File: config.mk
export PLATFORM = sky130hd
export DESIGN_NAME = cfg_pkt_router
export DESIGN_NICKNAME = d
export VERILOG_FILES = /design/src/rtl/cfg_pkt_router.sv
export SDC_FILE = /design/constraint.sdc
export NUM_CORES = 1
export LEC_CHECK = 0
export BUFFER_PORTS_ARGS = -buffer_cell sky130_fd_sc_hd__buf_2
export CORE_UTILIZATION = 64
export CTS_BUF_LIST = sky130_fd_sc_hd__clkbuf_16
export CTS_CLUSTER_DIAMETER = 200
export DETAILED_ROUTE_END_ITERATION = 7
export GPL_ROUTABILITY_DRIVEN = 0
export PLACE_DENSITY_LB_ADDON = 0.05
export SLEW_MARGIN = 20
export SYNTH_ARGS = -nofsm -noshare
export SYNTH_HDL_FRONTEND = slang
export SYNTH_SLANG_ARGS = --single-unit
File: constraint.sdc
create_clock -name clk -period 37 [get_ports clk]
set_input_delay 3.7 -clock clk [delete_from_list [all_inputs] [get_ports clk]]
set_output_delay 3.7 -clock clk [all_outputs]
set_load 0.05 [all_outputs]
File: src/rtl/cfg_pkt_router.sv
module cfg_pkt_router #(
  parameter int          NUM_ROWS   = 15,
  parameter int          BCAST_ROW  = 31,
  parameter logic [7:0]  UNIT_TYPE  = 8'h80,
  parameter logic [7:0]  FRAME_TYPE = 8'h81,
  parameter logic [5:0]  BURST_REG  = 6'h02,
  parameter int          CNT_MULT   = 25
) (
  input  logic                clk,
  input  logic                rst_n,
  input  logic                wr_en,
  input  logic [1:0]          wr_word,
  input  logic [31:0]         wr_data,
  input  logic                decompress,
  output logic [NUM_ROWS-1:0] out_valid,
  output logic [5:0]          out_reg,
  output logic [127:0]        out_data,
  output logic [31:0]         burst_count,
  output logic                count_err
);
  localparam int          ROW_W  = 5;
  localparam logic [31:0] MULT_U = 32'(CNT_MULT);

  logic [31:0]      stage [3];
  logic [ROW_W-1:0] burst_row;

  wire              commit   = wr_en && (wr_word == 2'd3);
  wire              go       = commit && !decompress;
  wire [7:0]        ptype    = stage[0][31:24];
  wire [ROW_W-1:0]  hrow     = stage[0][20:16];
  wire [5:0]        hreg     = stage[0][13:8];
  wire              in_burst = burst_count != 32'd0;
  wire              do_burst = go && in_burst;
  wire              do_load  = go && !in_burst && ptype == UNIT_TYPE && hreg == BURST_REG;
  wire              do_frame = go && !in_burst && ptype == FRAME_TYPE;

  function automatic logic [NUM_ROWS-1:0] route(input logic [ROW_W-1:0] row);
    logic [NUM_ROWS-1:0] v;
    for (int r = 0; r < NUM_ROWS; r++)
      v[r] = (row == ROW_W'(BCAST_ROW)) || (row == ROW_W'(r));
    return v;
  endfunction

  for (genvar i = 0; i < 3; i++) begin : g_slot
    always_ff @(posedge clk) begin
      if (!rst_n)                                stage[i] <= '0;
      else if (commit)                           stage[i] <= '0;
      else if (wr_en && wr_word == 2'(i))        stage[i] <= wr_data;
    end
  end

  always_ff @(posedge clk) begin
    if (!rst_n) begin
      out_valid   <= '0;
      out_reg     <= '0;
      out_data    <= '0;
      burst_count <= '0;
      burst_row   <= '0;
      count_err   <= 1'b0;
    end else begin
      out_valid <= '0;
      if (do_burst) begin
        out_valid   <= route(burst_row);
        out_reg     <= BURST_REG;
        out_data    <= {wr_data, stage[2], stage[1], stage[0]};
        burst_count <= burst_count - 32'd1;
      end else if (do_load) begin
        burst_count <= stage[1];
        burst_row   <= hrow;
        count_err   <= (stage[1] % MULT_U) != 32'd0;
      end else if (do_frame) begin
        out_valid <= route(hrow);
        out_reg   <= hreg;
        out_data  <= {32'h0, wr_data, stage[2], stage[1]};
      end
    end
  end

  a_r1_valid_after_commit: assert property (@(posedge clk) disable iff (!rst_n)
    (|out_valid) |-> $past(commit && !decompress));

  a_r2_slots_cleared: assert property (@(posedge clk) disable iff (!rst_n)
    commit |=> (stage[0] == '0 && stage[1] == '0 && stage[2] == '0));

  a_r5_one_row_or_all: assert property (@(posedge clk) disable iff (!rst_n)
    !(&out_valid) |-> $onehot0(out_valid));

  a_r6_load_quiet: assert property (@(posedge clk) disable iff (!rst_n)
    (go && !in_burst && stage[0][31:24] == UNIT_TYPE && stage[0][13:8] == BURST_REG)
      |=> (out_valid == '0 && burst_count == $past(stage[1])));

  a_r7_count_step: assert property (@(posedge clk) disable iff (!rst_n)
    (go && burst_count != 32'd0) |=> (burst_count == $past(burst_count) - 32'd1 && out_reg == BURST_REG));

  a_r9_drop: assert property (@(posedge clk) disable iff (!rst_n)
    (commit && decompress) |=> (out_valid == '0 && $stable(burst_count) && $stable(count_err)));
endmodule

==> results of run 1 <==
==> per-layer routing <==
layer	vias up	track usage, %	part of all wire, %
li1	8661	-	-
met1	8930	49.5	42
met2	991	59.2	45
met3	138	6.62	9.8
met4	2	12.2	3.0
met5	-	1.44	0.099
==> worst max-delay path, delay by kind of cell (launching register included) <==
family,cells,cell delay (ns)
AO/OA/AOI/OAI,41,11.29
XOR/XNOR,5,2.27
adder cells (fa/ha/maj),3,0.65
buffers and inverters,3,0.22
flip-flops,1,0.57
multiplexers,2,0.86
AND/OR/NAND/NOR,17,4.93
==> cell families (layout without fill, tap and decap cells) <==
| logic type | count (synthesis) | in the layout | share of synthesized area (%) |
|---|---|---|---|
| and+or+nand+nor | 921 | 921 | 23.8 |
| AOI/OAI and AO/OA | 748 | 748 | 29.7 |
| DFF | 283 | 283 | 35.4 |
| buffers and inverters | 210 | 337 | 4.48 |
| xor gates and xnor gates | 76 | 76 | 3.94 |
| muxes | 34 | 34 | 1.96 |
| adders and majority gates | 10 | 10 | 0.602 |
==> per-stage QoR <==
step,setup slack [ns],cells,util [%]
floorplan,20.17,2282,-
global placement,17.68,2737,68.9
detailed placement,16.66,2737,68.9
CTS,16.55,2793,72.1
global route,14.42,2793,72.1
finish,16.11,2793,72.1
==> placed cells by master, fill, tap and decap left out, types with 13 or more instances in the layout <==
cell | Yosys | layout
a211o_1 | 13 | 13
a211oi_1 | 16 | 16
a21o_1 | 20 | 20
a21oi_1 | 192 | 192
a22oi_1 | 37 | 37
a311oi_1 | 75 | 75
a31oi_1 | 24 | 24
and2_1 | 121 | 120
and3_1 | 14 | 14
buf_2 | 14 | 219
clkbuf_16 | 0 | 32
dfxtp_1 | 187 | 187
edfxtp_1 | 96 | 96
inv_1 | 43 | 51
mux2i_1 | 19 | 19
nand2_1 | 335 | 331
nand2b_1 | 17 | 17
nand3_1 | 62 | 62
nand4_1 | 14 | 14
nor2_1 | 187 | 186
nor3_1 | 54 | 53
nor4_1 | 15 | 15
o211ai_1 | 29 | 29
o21a_1 | 13 | 13
o21ai_0 | 78 | 78
o21ai_1 | 26 | 26
o22ai_1 | 15 | 15
o31ai_1 | 16 | 15
or3_1 | 21 | 21
xnor2_1 | 57 | 57
==> final cells by class <==
cell class / count / area [um2] / area share, %
Clock buffer: 32 / 801 / 3.87
Clock inverter: 24 / 114 / 0.550
Inverter: 50 / 193 / 0.931
Multi-Input combinational cell: 1789 / 11300 / 54.6
Sequential cell: 283 / 6630 / 32.0
Tap cell: 384 / 480 / 2.32
Timing Repair Buffer: 231 / 1190 / 5.75
==> final timing paths <==
path	from	to	slack, ns	depth (start not counted)
max	stage[1][28]	count_err	16.11	71
min	out_data[12]	out_data[12]	0.45	2
max reg2reg	stage[1][28]	count_err	16.11	71
min reg2reg	out_data[12]	out_data[12]	0.45	2
==> impl_results.md, run 1 <==
- CP most frequent cell: a21oi_1
- Die Height: 173 um
- IO buf count: between 200 and 250
- Remaining DRCs: 0
- Filler instances: approximately 2.3k
- Synth Warn #: 0
- Layout area overhead: 10.7%
- Num Clock Sinks: ~280
- CP Max Fanout: 14
- Top-area cell type share of the netlist area: between 20% and 30%
- Pre-antenna DRT Iters: 6
- Max reg flops: between 100 and 150
- Post-synth net total: 2325
- First-pass GRT wire length: around 90 mm
- Setup Viol. Count Final: 0
- Post-synth top flop: dfxtp_1
- Vias in the first global route: approximately 17k
- Worst Hold Margin: ~0.45 ns
- Slew Limit Fails: 0
- Area after DPL: slightly below 20000 um2
- Drt via density: 6.70
- Crit share post-route: between 50 and 60%
- Part of the Yosys area used for sequential elements: ~35%
- Unrepaired setup endpoints after global routing: no
- CTS Buffer Depth: 3
- Post-Syn Instances: 2282
- Synth area leader: dfxtp_1
- EDFF count, synth: between 90 and 100
- Final Hold Fails: 0
- Detail-routed net length per standard cell: around 20 um
- Crit path required time: about 37 ns
- CTS tree: done
- CP max stage cell: a21boi_0
- Cell Area, Synth: 18700 um2
- Final Instance Area: slightly above 20000 um2
- TNS Setup: 0 ns
- Core ar.: 28700 um2
- Mean area per synthesized cell: approximately 8.2 um2
- Drt first-iter violations: 1861
- Die X: between 150 and 200 um
- Kind of critical path: register to register
- Synth cell count leaders: 335 x nand2_1, 192 x a21oi_1, 187 x dfxtp_1, 187 x nor2_1, 129 x clkbuf_1
- Io pins: between 200 and 250
- Clk Latency, worst-skew pair: between 0.5 and 0.6 ns
- Placement Rows: 62
- Clock transition at path regs: ~0.06 ns
- GRT overflow: 0
- Post-DRT Antenna Nets: 0
- Synth area leaders: dfxtp_1 20%, edfxtp_1 15%, nand2_1 6.7%
- Global Route Usage Sum: a little over a third
- # diodes: 0
- Post-CTS sizing: 0
- Slew HR: approximately 24%
- Layout cells sized above 1: 17.0%
- Setup Fix Bufs, Post-CTS: 0
- Initial antenna violation count: 0
- Nets: 2428
- Most frequent cell after synthesis: nand2_1
- Maxcap violations: 0
- Hold crit path type: register to register
- Initial Utilization: between 60% and 70%
- Hpwl dp: between 30 and 40 mm
- Least-Margin Pin Slew: about 1.1 ns
- Inserted Clock Buffers: 30
- Final wirelength: between 50 and 60 mm
- Min cycle time layout: ~21 ns
- Largest net degree at the start of global routing: 101
- Fmax: ~48 MHz
- Clock Skew: 0.0313 ns
- CP Launch Type: register
- Die Area: between 20000 and 30000 um2
- Worst setup EP type: register
- Flops & latches, synth: approximately 280
- CTS Hold Buffers Added: 0
- Data arrival, critical path: about 21 ns
- Yosys cell types: ~140
- CP peak stage delay: ~0.86 ns
- Synth async-reset ratio: 0%
- Root Buffer: clkbuf_16
- Via count: 18.7k
- # H-tree levels: 1
- Status: completed
- Largest registers: out_data x128, stage x96, burst_count x32
- Largest register by flop count: out_data
Power of run 1 is left out: the tool's default activity adds up to more than one toggle a clock period on the data nets, which glitch-free logic cannot reach.
==> inputs of run 2 (changes only) <==
Settings changed: CORE_UTILIZATION 64 to 54.
Clock period 37 ns to 19.2 ns, I/O delays scaled along.
==> impl_results.md, run 2 (same netlist as run 1, synthesis figures left out) <==
- Worst setup slack after layout: 0.808 ns (-15.30 ns)
- Remaining DRCs: 0 (unchanged)
- Maxcap violations: 0 (unchanged)
- Clock transition at path regs: 0.06 ns (about the same)
- CP Max Fanout: 9 (-5)
- Num Clock Sinks: 283 (unchanged)
- Via count: 18.9k (+1.2%)
- Vias in the first global route: 17.3k (-1.1%)
- CP Launch Type: register
- Crit path required time: 19.74 ns (-17.75 ns)
- Hold crit path type: register to register
- Die Area: 35400 um2 (+18%)
- Placement Rows: 67 (+8.1%)
- Min cycle time layout: 18.39 ns (-2.50 ns)
- Largest net degree at the start of global routing: 196 (+94%)
- Commonest non-fill, non-tap cells in the layout: 331 x nand2_1, 219 x buf_2, 187 x dfxtp_1
- Worst setup EP type: register
- Detail-routed net length per standard cell: 20.8 um (+2.0%)
- Final Hold Fails: 0 (unchanged)
- CP peak stage delay: 0.53 ns (-0.33 ns)
- Post-DRT Antenna Nets: 0 (unchanged)
- # diodes: 0 (unchanged)
- Largest registers: out_data x128, stage x96, burst_count x32
- IO buf count: 219 (unchanged)
- Least-Margin Pin Slew: 1.10 ns (-0.0304 ns)
- CP max stage cell: or4b_1
- Kind of critical path: register to register
- CTS Buffer Depth: 3 (unchanged)
- Drt first-iter violations: 2407 (+29%)
- Drt via density: 6.49 (-3.2%)
- Global Route Usage Sum: 32.1% (-4.5 points)
- Clock Skew: 0.0239 ns (-0.00743 ns)
- Slew Limit Fails: 0 (unchanged)
- Final wirelength: 60.6 mm (+6.5%)
- Core ar.: 33800 um2 (+18%)
- Inserted Clock Buffers: 31 (+3.3%)
- Status: completed
- CP most frequent cell: a21oi_4
- Pre-antenna DRT Iters: 6 (unchanged)
- # H-tree levels: 1 (unchanged)
- Setup Viol. Count Final: 0 (unchanged)
- Pre-CTS setup slack: -0.124 ns (-16.78 ns)
- First-pass GRT wire length: 92.7 mm (+2.4%)
- Clk Latency, worst-skew pair: 0.61 ns (+0.02 ns)
- Io pins: 220 (unchanged)
- Max reg flops: 128 (unchanged)
- R2r setup slk: 0.81 ns (-15.30 ns)
- Initial Utilization: 55.3% (-9.8 points)
- Largest register by flop count: out_data
- Fmax: 54.4 MHz (+14%)
- Root Buffer: clkbuf_16
- Crit share post-route: 95.8% (+39 points)
- Initial antenna violation count: 0 (unchanged)
- Hpwl dp: 39.6 mm (+3.4%)
- Data arrival, critical path: 18.93 ns (-2.45 ns)
- Layout area overhead: 16.5%
- CTS tree: done
- TNS Setup: 0 ns (unchanged)
- Layout cells sized above 1: 21.1% (+4.2 points)
- Leading cell type in the layout, fill and taps excluded: nand2_1
- GRT overflow: 0 (unchanged)
- Die Height: 188 um (+8.8%)
- Die X: 188 um (+8.8%)
- Nets: 2488 (+2.5%)
- Worst Hold Margin: 0.455 ns (+0.00360 ns)
- Slew HR: 26.2% (+2.0 points)
run 2: cell count changes in the layout (fill, tap and decap cells not counted), moves of 7 or more:
cell     before  now
buf_4        11   66
xnor2_1      57   49
a21oi_1     192  182
xnor2_2       6   14
a21oi_4       2    9
run 2: repair_timing:
action                     CTS  global route
setup endpoints to repair    1             1
setup buffers                0            38
hold buffers                 0             0
gates resized for setup      2            85
pin swaps                    0            19
run 2: final timing paths:
check / start / to / cells past startpoint
max: stage[1][28] / count_err / 75
min: out_data[18] / out_data[18] / 2
max reg2reg: stage[1][28] / count_err / 75
min reg2reg: out_data[18] / out_data[18] / 2
run 2: critical path, delay by kind of cell (launching register included):
kind,cells,cell delay [ns]
compound gates,42,10.65
simple gates,19,4.81
buf+inv,6,0.82
xor+xnor,4,0.70
fa+ha+maj,3,0.64
flops,1,0.47
mux,1,0.22
run 2: final cells by class:
cell class | count | area [um2]
flip-flops and latches | 283 | 6630
well taps | 448 | 561
multi-input cells | 1789 | 11800
clock buffers | 33 | 826
clock inverters | 25 | 145
inverters | 50 | 193
fillers | 2878 | 12000
repair buffers | 290 | 1660
run 2: metrics by stage:
stage,util (%),instance area (um2),cells
floorplan,-,18700,2282
global placement,59.3,20000,2822
detailed placement,59.3,20000,2822
CTS,62.2,21000,2880
global route,64.5,21800,2918
finish,64.5,21800,2918
run 2: metal layers:
layer	track usage [%]	wire length, um	up-vias
li1	-	-	8795
met5	0	0	-
met4	11.8	2330	0
met1	43.9	25800	9019
met2	50.9	27300	956
met3	5.50	5160	171
Power of run 2 is left out for the same reason.
==> inputs of run 3 (changes only) <==
Settings changed: CORE_ASPECT_RATIO set to 0.7.
==> impl_results.md, run 3 (same netlist as run 1, synthesis figures left out) <==
- CP peak stage delay: 0.57 ns (+0.04 ns)
- Drt via density: 6.47 (-0.40%)
- Clock transition at path regs: 0.07 ns (about the same)
- Die Height: 158 um (-16%)
- # diodes: 0 (unchanged)
- Largest register by flop count: out_data
- CTS tree: done
- Slew Limit Fails: 0 (unchanged)
- CP Launch Type: register
- CP max stage cell: or4_1
- Root Buffer: clkbuf_16
- Die Area: 35400 um2 (about the same)
- Status: completed
- Family with the most delay on the worst path: compound AO/OA/AOI/OAI gates
- Worst setup EP type: register
- Drt first-iter violations: 2566 (+6.6%)
- Remaining DRCs: 0 (unchanged)
- Post-DRT Antenna Nets: 0 (unchanged)
- Hold crit path type: register to register
- Inserted Clock Buffers: 28 (-9.7%)
- Vias in the first global route: 16.4k (-5.0%)
- Max reg flops: 128 (unchanged)
- Leading cell type in the layout, fill and taps excluded: nand2_1
- Nets: 2508 (+0.80%)
- Pre-antenna DRT Iters: 5 (-1)
- Layout area overhead: 17.6%
- CP Max Fanout: 12 (+3)
- Data arrival, critical path: 19.24 ns (+0.31 ns)
- Least-Margin Pin Slew: 1.13 ns (+0.0227 ns)
- Largest net degree at the start of global routing: 94 (-52%)
- Via count: 19.1k (+0.70%)
- CTS Buffer Depth: 3 (unchanged)
- Fmax: 53.4 MHz (-1.8%)
- Initial antenna violation count: 1 (+1)
- IO buf count: 219 (unchanged)
- Io pins: 220 (unchanged)
- Initial Utilization: 55.3% (about the same)
- Global Route Usage Sum: 32.6% (+0.43 points)
- Final wirelength: 61.6 mm (+1.7%)
- Largest registers: out_data x128, stage x96, burst_count x32
- Worst path buffer plus inverter count: 6 (unchanged)
- Num Clock Sinks: 283 (unchanged)
- Core ar.: 33800 um2 (about the same)
- Commonest non-fill, non-tap cells in the layout: 330 x nand2_1, 219 x buf_2, 187 x dfxtp_1
- Maxcap violations: 0 (unchanged)
- Die X: 224 um (+19%)
- First-pass GRT wire length: 92.3 mm (-0.40%)
- Clock Skew: 0.0159 ns (-0.00796 ns)
- Crit share post-route: 97.5% (+1.7 points)
- Clk Latency, worst-skew pair: 0.59 ns (-0.02 ns)
- Pre-CTS setup slack: -0.339 ns (-0.215 ns)
- Worst setup slack after layout: 0.478 ns (-0.330 ns)
- Slew HR: 24.8% (-1.4 points)
- Kind of critical path: register to register
- Setup Viol. Count Final: 0 (unchanged)
- Min cycle time layout: 18.72 ns (+0.330 ns)
- Crit path required time: 19.72 ns (-0.02 ns)
- Detail-routed net length per standard cell: 20.9 um (+0.61%)
- # H-tree levels: 1 (unchanged)
- Hpwl dp: 41.1 mm (+3.7%)
- Placement Rows: 56 (-16%)
- Final Hold Fails: 0 (unchanged)
- GRT overflow: 0 (unchanged)
- CTS Hold Buffers Added: 0 (unchanged)
- CP most frequent cell: a21oi_4
- Layout cells sized above 1: 22.7% (+1.6 points)
[run 3: cell types whose count changed in the layout (fill, tap and decap cells not counted), moves of 3 or more]
cell	before	now
a21oi_2	9	13
nor3_1	52	49
inv_1	53	49
clkbuf_16	33	29
nor3_2	3	6
a21oi_1	182	179
buf_4	66	89
clkinv_1	11	8
nor3b_2	1	4
[run 3: layout make-up]
type	instances	area [um2]
Timing Repair Buffer	312	1830
Clock inverter	22	165
Tap cell	464	581
Clock buffer	29	726
Fill cell	2928	11800
Sequential cell	283	6630
Inverter	50	193
Multi-Input combinational cell	1790	11900
[run 3: per-layer routing]
layer	up-vias	global-route usage (%)	share of wire, %
met2	1006	45.8	42
met4	0	8.36	2.5
li1	8833	-	-
met3	110	6.66	9.7
met1	9124	49.9	46
met5	-	0	0
[run 3: tightest hold or removal path: cells and delay by family, from the launching register on]
family          cells  cell delay (ns)
flops               1             0.31
simple gates        1             0.05
compound gates      1             0.05
[run 3: worst paths after layout]
path | from | depth (start not counted) | to | slack (ns)
worst max-delay path | stage[1][27] | 75 | count_err | 0.48
worst max register to register | stage[1][27] | 75 | count_err | 0.48
worst min-delay path | out_data[11] | 2 | out_data[11] | 0.45
worst min register to register | out_data[11] | 2 | out_data[11] | 0.45
[run 3: per-stage QoR]
step	setup TNS (ns)	instances	utilization (%)	instance area [um2]	hold WS (ns)
detailed placement	-0.339	2843	59.4	20100	0.444
global placement	0	2843	59.4	20100	0.439
finish	0	2950	65.1	22000	0.451
CTS	0	2894	62.1	21000	0.452
floorplan	0	2282	-	18700	0.497
global route	-0.247	2950	65.1	22000	0.473
[run 3: what timing repair did]
action | in CTS | in global routing
setup buffers | 0 | 55
cloned | 0 | 1
endpoints found under the setup margin | 1 | 1
resized for setup | 6 | 100
pin swaps | 0 | 30
Power of run 3 is left out for the same reason.
